--- config.mk ---
export PLATFORM = sky130hd
export DESIGN_NAME = dv_hdr_inserter
export DESIGN_NICKNAME = d
export VERILOG_FILES = /design/src/rtl/dvh_pkg.sv /design/src/rtl/dvh_regs.sv /design/src/rtl/dvh_seq_ctr.sv /design/src/rtl/dvh_byte_gen.sv /design/src/rtl/dv_hdr_inserter.sv
export SDC_FILE = /design/constraint.sdc
export NUM_CORES = 1
export LEC_CHECK = 0
export BUFFER_PORTS_ARGS = -buffer_cell sky130_fd_sc_hd__buf_2
export CAP_MARGIN = 25
export CORE_ASPECT_RATIO = 1.5
export CORE_MARGIN = 2
export CORE_UTILIZATION = 45
export CTS_CLUSTER_SIZE = 10
export DETAILED_ROUTE_END_ITERATION = 10
export GPL_TIMING_DRIVEN = 0
export MAX_ROUTING_LAYER = met4
export REMOVE_ABC_BUFFERS = 1
export SLEW_MARGIN = 25
export SYNTH_ARGS = -nofsm -noshare
export SYNTH_HDL_FRONTEND = slang
export SYNTH_HIERARCHICAL = 1
export SYNTH_SLANG_ARGS = --single-unit
--- constraint.sdc ---
create_clock -name clk -period 3.4 [get_ports clk]
set_clock_uncertainty 0.15 [all_clocks]
set_input_delay 0.17 -clock clk [delete_from_list [all_inputs] [get_ports clk]]
set_output_delay 0.17 -clock clk [all_outputs]
set_load 0.005 [all_outputs]
--- src/rtl/dvh_pkg.sv ---
package dvh_pkg;
  // Control word, bit0 = insert enable ... bit3 = single copy
  typedef struct packed {
    logic single;
    logic hd;
    logic pal;
    logic ins_en;
  } dvh_mode_t;

  localparam int unsigned CTRL_BITS = 4;
  localparam logic [3:0] ID0_TYPE  = 4'h1;
  localparam logic [7:0] ID1_VALUE = 8'h07;
  localparam logic [7:0] ID2_VALUE = 8'h00;
  localparam logic [7:0] FILL_BYTE = 8'hFF;

  typedef enum logic [1:0] {
    ADDR_WORD0 = 2'd0,
    ADDR_WORD1 = 2'd1,
    ADDR_CTRL  = 2'd2
  } dvh_addr_e;
endpackage

--- src/rtl/dvh_regs.sv ---
module dvh_regs
  import dvh_pkg::*;
#(
  parameter int unsigned WORD_W = 32,
  parameter int unsigned N_WORDS = 2
) (
  input  logic              clk,
  input  logic              rst_n,
  input  logic              wr_en,
  input  logic [1:0]        addr,
  input  logic [WORD_W-1:0] wdata,
  output logic [N_WORDS*WORD_W-1:0] hdr_bits,
  output dvh_mode_t         mode_cfg
);
  logic [WORD_W-1:0] word_q [N_WORDS];
  dvh_mode_t         mode_q;

  for (genvar w = 0; w < N_WORDS; w++) begin : g_word
    always_ff @(posedge clk or negedge rst_n) begin
      if (!rst_n) begin
        word_q[w] <= '0;
      end else if (wr_en && addr == 2'(w)) begin
        word_q[w] <= wdata;
      end
    end
    // word 0 occupies the most significant slice
    assign hdr_bits[(N_WORDS-1-w)*WORD_W +: WORD_W] = word_q[w];
  end

  always_ff @(posedge clk or negedge rst_n) begin
    if (!rst_n) begin
      mode_q <= '0;
    end else if (wr_en && addr == ADDR_CTRL) begin
      mode_q <= dvh_mode_t'(wdata[CTRL_BITS-1:0]);
    end
  end

  assign mode_cfg = mode_q;

  assert_ctrl_reset_R2: assert property (@(posedge clk)
    $rose(rst_n) |-> (mode_q == '0));
endmodule

--- src/rtl/dvh_seq_ctr.sv ---
module dvh_seq_ctr
  import dvh_pkg::*;
#(
  parameter int unsigned PKTS_PER_SEQ = 25,
  parameter int unsigned NTSC_LAST    = 9,
  parameter int unsigned PAL_LAST     = 11,
  localparam int unsigned PKT_W = $clog2(PKTS_PER_SEQ),
  localparam int unsigned SEQ_W = $clog2(PAL_LAST + 1)
) (
  input  logic             clk,
  input  logic             rst_n,
  input  logic             dp_reset,
  input  logic             pkt_start,
  input  dvh_mode_t        mode_cfg,
  output dvh_mode_t        mode_eff,
  output logic [SEQ_W-1:0] seq,
  output logic             hdr_go
);
  logic [PKT_W-1:0] pkt_q;
  logic [SEQ_W-1:0] seq_q;
  dvh_mode_t        act_q;
  logic             frame_start;
  logic [SEQ_W-1:0] seq_lim;
  logic             grp_end;

  assign frame_start = (pkt_q == '0) && (seq_q == '0);
  assign mode_eff    = frame_start ? mode_cfg : act_q;
  assign seq_lim     = mode_eff.pal ? SEQ_W'(PAL_LAST) : SEQ_W'(NTSC_LAST);
  assign grp_end     = (pkt_q == PKT_W'(PKTS_PER_SEQ - 1));
  assign hdr_go      = pkt_start && mode_eff.ins_en && (pkt_q == '0);
  assign seq         = seq_q;

  always_ff @(posedge clk or negedge rst_n) begin
    if (!rst_n) begin
      pkt_q <= '0;
      seq_q <= '0;
      act_q <= '0;
    end else if (dp_reset) begin
      pkt_q <= '0;
      seq_q <= '0;
      act_q <= '0;
    end else if (pkt_start) begin
      act_q <= mode_eff;
      if (mode_eff.ins_en) begin
        if (grp_end) begin
          pkt_q <= '0;
          seq_q <= (seq_q == seq_lim) ? '0 : seq_q + 1'b1;
        end else begin
          pkt_q <= pkt_q + 1'b1;
        end
      end
    end
  end

  assert_pkt_range_R4: assert property (@(posedge clk) disable iff (!rst_n)
    pkt_q <= PKT_W'(PKTS_PER_SEQ - 1));

  assert_seq_range_R5: assert property (@(posedge clk) disable iff (!rst_n)
    seq_q <= (act_q.pal ? SEQ_W'(PAL_LAST) : SEQ_W'(NTSC_LAST)));

  assert_seq_step_R4: assert property (@(posedge clk) disable iff (!rst_n)
    (seq_q != $past(seq_q)) |->
      ($past(dp_reset) || $past(pkt_start && grp_end)));

  assert_mode_hold_R9: assert property (@(posedge clk) disable iff (!rst_n)
    (!frame_start && !dp_reset) |=> $stable(act_q));

  assert_idle_hold_R10: assert property (@(posedge clk) disable iff (!rst_n)
    (!pkt_start && !dp_reset) |=> ($stable(pkt_q) && $stable(seq_q)));
endmodule

--- src/rtl/dvh_byte_gen.sv ---
module dvh_byte_gen
  import dvh_pkg::*;
#(
  parameter int unsigned STD_LEN    = 80,
  parameter int unsigned HD_LEN     = 160,
  parameter int unsigned ID_BYTES   = 3,
  parameter int unsigned HREG_BYTES = 8,
  parameter int unsigned SEQ_W      = 4,
  localparam int unsigned IDX_W  = $clog2(HD_LEN),
  localparam int unsigned SNAP_W = HREG_BYTES * 8
) (
  input  logic              clk,
  input  logic              rst_n,
  input  logic              dp_reset,
  input  logic              start,
  input  dvh_mode_t         mode,
  input  logic [SEQ_W-1:0]  seq,
  input  logic [SNAP_W-1:0] hdr_bits,
  input  logic              out_ready,
  output logic              out_valid,
  output logic [7:0]        out_data,
  output logic              out_last
);
  logic              busy_q;
  logic [IDX_W-1:0]  idx_q;
  logic              copy_q;
  logic              hd_q;
  logic              single_q;
  logic [SEQ_W-1:0]  seq_q;
  logic [SNAP_W-1:0] snap_q;
  logic [IDX_W-1:0]  blk_end;
  logic              final_copy;
  logic              xfer;
  logic [7:0]        reg_byte;
  logic [7:0]        id_byte;

  assign blk_end    = hd_q ? IDX_W'(HD_LEN - 1) : IDX_W'(STD_LEN - 1);
  assign final_copy = !hd_q || single_q || copy_q;
  assign xfer       = busy_q && out_ready;

  always_ff @(posedge clk or negedge rst_n) begin
    if (!rst_n) begin
      busy_q   <= 1'b0;
      idx_q    <= '0;
      copy_q   <= 1'b0;
      hd_q     <= 1'b0;
      single_q <= 1'b0;
      seq_q    <= '0;
      snap_q   <= '0;
    end else if (dp_reset) begin
      busy_q <= 1'b0;
      idx_q  <= '0;
      copy_q <= 1'b0;
    end else if (!busy_q) begin
      if (start) begin
        busy_q   <= 1'b1;
        idx_q    <= '0;
        copy_q   <= 1'b0;
        hd_q     <= mode.hd;
        single_q <= mode.single;
        seq_q    <= seq;
        snap_q   <= hdr_bits;
      end
    end else if (xfer) begin
      if (idx_q == blk_end) begin
        idx_q <= '0;
        if (final_copy) begin
          busy_q <= 1'b0;
        end else begin
          copy_q <= 1'b1;
        end
      end else begin
        idx_q <= idx_q + 1'b1;
      end
    end
  end

  // Byte picked from the captured host words, MSB first
  always_comb begin
    reg_byte = FILL_BYTE;
    for (int j = 0; j < HREG_BYTES; j++) begin
      if (idx_q == IDX_W'(j)) begin
        reg_byte = snap_q[(HREG_BYTES-1-j)*8 +: 8];
      end
    end
  end

  always_comb begin
    unique case (idx_q)
      IDX_W'(0): id_byte = {ID0_TYPE, 4'(seq_q)};
      IDX_W'(1): id_byte = ID1_VALUE;
      default:   id_byte = ID2_VALUE;
    endcase
  end

  always_comb begin
    if (hd_q) begin
      out_data = (idx_q == '0) ? {reg_byte[7:4], 4'(seq_q)} : reg_byte;
    end else if (idx_q < IDX_W'(ID_BYTES)) begin
      out_data = id_byte;
    end else begin
      out_data = reg_byte;
    end
  end

  assign out_valid = busy_q;
  assign out_last  = busy_q && (idx_q == blk_end) && final_copy;

  assert_start_idle_R3: assert property (@(posedge clk) disable iff (!rst_n || dp_reset)
    start |-> !busy_q);

  assert_stall_hold_R8: assert property (@(posedge clk) disable iff (!rst_n || dp_reset)
    (out_valid && !out_ready) |=> (out_valid && $stable(out_data) && $stable(out_last)));

  assert_idx_bound_R6: assert property (@(posedge clk) disable iff (!rst_n)
    idx_q <= blk_end);

  assert_last_ends_R8: assert property (@(posedge clk) disable iff (!rst_n || dp_reset)
    (out_last && out_ready) |=> !out_valid);

  assert_no_second_copy_R7: assert property (@(posedge clk) disable iff (!rst_n)
    (copy_q && busy_q) |-> (hd_q && !single_q));
endmodule

--- src/rtl/dv_hdr_inserter.sv ---
module dv_hdr_inserter
  import dvh_pkg::*;
#(
  parameter int unsigned STD_LEN      = 80,
  parameter int unsigned HD_LEN       = 160,
  parameter int unsigned ID_BYTES     = 3,
  parameter int unsigned WORD_W       = 32,
  parameter int unsigned N_WORDS      = 2,
  parameter int unsigned PKTS_PER_SEQ = 25,
  parameter int unsigned NTSC_LAST    = 9,
  parameter int unsigned PAL_LAST     = 11
) (
  input  logic              clk,
  input  logic              rst_n,
  input  logic              dp_reset,
  input  logic              cfg_wr,
  input  logic [1:0]        cfg_addr,
  input  logic [WORD_W-1:0] cfg_wdata,
  input  logic              pkt_start,
  output logic              out_valid,
  output logic [7:0]        out_data,
  output logic              out_last,
  input  logic              out_ready
);
  localparam int unsigned HREG_BYTES = N_WORDS * WORD_W / 8;
  localparam int unsigned SEQ_W      = $clog2(PAL_LAST + 1);

  logic [N_WORDS*WORD_W-1:0] hdr_bits;
  dvh_mode_t                 mode_cfg;
  dvh_mode_t                 mode_eff;
  logic [SEQ_W-1:0]          seq;
  logic                      hdr_go;

  dvh_regs #(.WORD_W(WORD_W), .N_WORDS(N_WORDS)) u_regs (
    .clk      (clk),
    .rst_n    (rst_n),
    .wr_en    (cfg_wr),
    .addr     (cfg_addr),
    .wdata    (cfg_wdata),
    .hdr_bits (hdr_bits),
    .mode_cfg (mode_cfg)
  );

  dvh_seq_ctr #(
    .PKTS_PER_SEQ (PKTS_PER_SEQ),
    .NTSC_LAST    (NTSC_LAST),
    .PAL_LAST     (PAL_LAST)
  ) u_seq (
    .clk       (clk),
    .rst_n     (rst_n),
    .dp_reset  (dp_reset),
    .pkt_start (pkt_start),
    .mode_cfg  (mode_cfg),
    .mode_eff  (mode_eff),
    .seq       (seq),
    .hdr_go    (hdr_go)
  );

  dvh_byte_gen #(
    .STD_LEN    (STD_LEN),
    .HD_LEN     (HD_LEN),
    .ID_BYTES   (ID_BYTES),
    .HREG_BYTES (HREG_BYTES),
    .SEQ_W      (SEQ_W)
  ) u_gen (
    .clk       (clk),
    .rst_n     (rst_n),
    .dp_reset  (dp_reset),
    .start     (hdr_go),
    .mode      (mode_eff),
    .seq       (seq),
    .hdr_bits  (hdr_bits),
    .out_ready (out_ready),
    .out_valid (out_valid),
    .out_data  (out_data),
    .out_last  (out_last)
  );

  assert_first_byte_R3: assert property (@(posedge clk) disable iff (!rst_n || dp_reset)
    (hdr_go && !out_valid) |=> out_valid);
endmodule

==> results.py <==
metrics = {
    "worst_setup_path": {
        "crit_arrival_ns": 2.90,
        "r2r-start": "u_seq/seq[0]",
        "endpoint_kind": "output pin",
        "worstPathRequired_ns": 3.08,
        "critPathKind": "flop to output pin",
        "crit_path_start": "u_gen/idx_q[0]",
        "start_kind": "flop",
        "cp_max_fo": 37,
    },
    "die": {
        "rows": 57,
        "core_area_um2": 16300,
        "die_y_um": 162,
        "ios": 50,
        "die_w_um": 110,
        "start_util": 0.462,
        "die_area_um2": 17800,
    },
    "cts": {
        "cts_inserted_buffers": 17,
        "cts.htree.levels": 4,
        "cts_tree": "done",
        "cts_buffer_depth": 2,
        "clk_pin_slew_ns": 0.07,
        "root_buffer": "clkbuf_16",
        "cts.sink_count": 161,
        "clk_latency_ns": 0.41,
    },
    "grt": {
        "grt_pass1_vias": 5246,
        "grt_first_pass_wirelength_um": 26500,
        "antenna_found_initial": 0,
        "track_usage": 0.196,
        "grt_max_degree": 99,
        "overflow": 0,
    },
    "power_and_ir_drop": {
        "ir_drop_mv": 0.329,
        "power_density_nw_per_um2": 647,
        "p_leak_nw": 3.87,
    },
    "logic_synthesis": {
        "yosysWarnings": 6,
        "syn_inst": 609,
        "avgSynthCellArea_um2": 12.3,
        "syn-cell-area_um2": 7510,
    },
    "sta": {
        "setup-violations-final": 0,
        "maxSlewViolCount": 0,
        "hold_slack_ns": 0.0676,
        "slew_headroom": 0.481,
        "period_share": 0.947,
        "final_hold_viol_count": 0,
        "worstMarginPinSlew_ns": 0.779,
        "max_freq_mhz": 311,
        "finalWorstPathRequiredPeriod_ns": 3.22,
        "rsz0062_at_grt": "false",
    },
    "final_layout": {
        "nNetsFinal": 736,
        "area_growth_pct": 20.1,
        "antenna_cells": 0,
        "final_cell_area_um2": 9020,
        "drive_gt1_frac": 0.258,
    },
    "route": {
        "drt-pass1-iter-count": 5,
        "via_per_inst": 5.56,
        "detail-route-antenna-nets": 0,
        "vias": 5045,
        "routed_wl_um": 15900,
        "wl_per_cell_um": 17.5,
        "dr.first_iter.drc_count": 245,
        "route.detailed.drc": 0,
    },
    "placement": {
        "gp_congestion": 0.746,
        "hpwlAfterDp_um": 10200,
        "dpl_cell_area_um2": 7990,
        "io_buffer_count": 49,
    },
    "min_path": {
        "hold_start": "dp_reset",
        "hold_class": "input port to flop",
    },
    "run_status": {
        "status": "finished clean",
    },
    "job": {
        "drv_cap": 0,
    },
}
## critical path, stage by stage, from the launching register on
cell and delay, ns:
dfrtp_1 0.48, ha_2 0.75, nor2b_1 0.22, a22o_1 0.24, o32a_1 0.33, a211o_1 0.32, buf_2 0.14
## per-stage QoR
stage	total power [mW]	TNS [ns]	utilization	setup WS [ns]	instances
global route	6.16	0	0.555	0.0375	907
global placement	3.80	-384.34	0.481	-4.67	830
finish	5.84	0	0.555	0.181	907
detailed placement	3.88	-18.28	0.491	-0.462	837
floorplan	3.48	-183.65	-	-2.65	575
CTS	5.90	0	0.553	0.0268	906
## registers in the layout, summed over array words and instances, names as in the netlist, 4 cells and up
signal           count
u_seq/act_q          4
u_seq/pkt_q          5
u_gen/idx_q          8
u_gen/seq_q          4
u_regs/mode_cfg      4
u_regs/hdr_bits     64
u_gen/snap_q        64
u_seq/seq            4
## placed cells by master, fill, tap and decap left out, drive strengths merged, types with 5 or more instances in the layout
master         n
nor2b         17
or3            5
clkbuf        19
nand2b         7
dfrtp        161
a31oi          5
a2111oi        8
nor2          14
dlygate4sd3   35
nor3           5
nand2         39
nand3         14
buf           59
ha             8
o211ai         6
nor3b         13
mux2         131
o21ai         20
inv           30
a21oi         17
o31ai          9
## area by class of cell
type                    count  area (um^2)
repair buffers             94          790
clock buffers              19          453
inverters                  24         90.1
clock inverters            13          150
well taps                 206          258
multi-input cells         390         3250
flip-flops and latches    161         4030
fillers                  1418         7240
## power breakdown
group | internal (mW) | total [mW] | leakage (nW) | switching (mW)
Clock | 1.14 | 1.94 | 0.285 | 0.808
Sequential | 2.48 | 2.78 | 1.98 | 0.304
Combinational | 0.624 | 1.12 | 1.61 | 0.492
Total | 4.24 | 5.84 | 3.87 | 1.60
## final timing paths
check                                      end  slack, ns  cells after the start
min                             u_seq/act_q[3]       0.07                      2
min reg2reg                   u_gen/snap_q[27]       0.33                      2
min in group asynchronous  u_regs/hdr_bits[18]       0.13                      2
max in group asynchronous     u_gen/snap_q[60]       2.13                      3
max                                out_data[3]       0.18                      6
max reg2reg                   u_gen/snap_q[57]       0.23                     11
## routing by layer
layer | vias up | GRT usage | routed length, um | part of all wire
met5 | - | - | 0 | 0
met4 | 0 | 0.0552 | 190 | 0.012
met3 | 12 | 0.0297 | 513 | 0.032
met2 | 90 | 0.327 | 8260 | 0.52
met1 | 2572 | 0.247 | 6900 | 0.44
li1 | 2371 | - | - | -
## repair_timing
| action | in CTS | in global routing |
|---|---|---|
| endpoints found under the setup margin | 70 | 74 |
| setup buffers | 2 | 1 |
| gates resized for setup | 3 | 5 |
| hold buffers | 35 | 0 |
| pin swaps | 0 | 1 |
| hold endpoints to repair | 133 | 0 |
(Power assumes the default switching activity.)
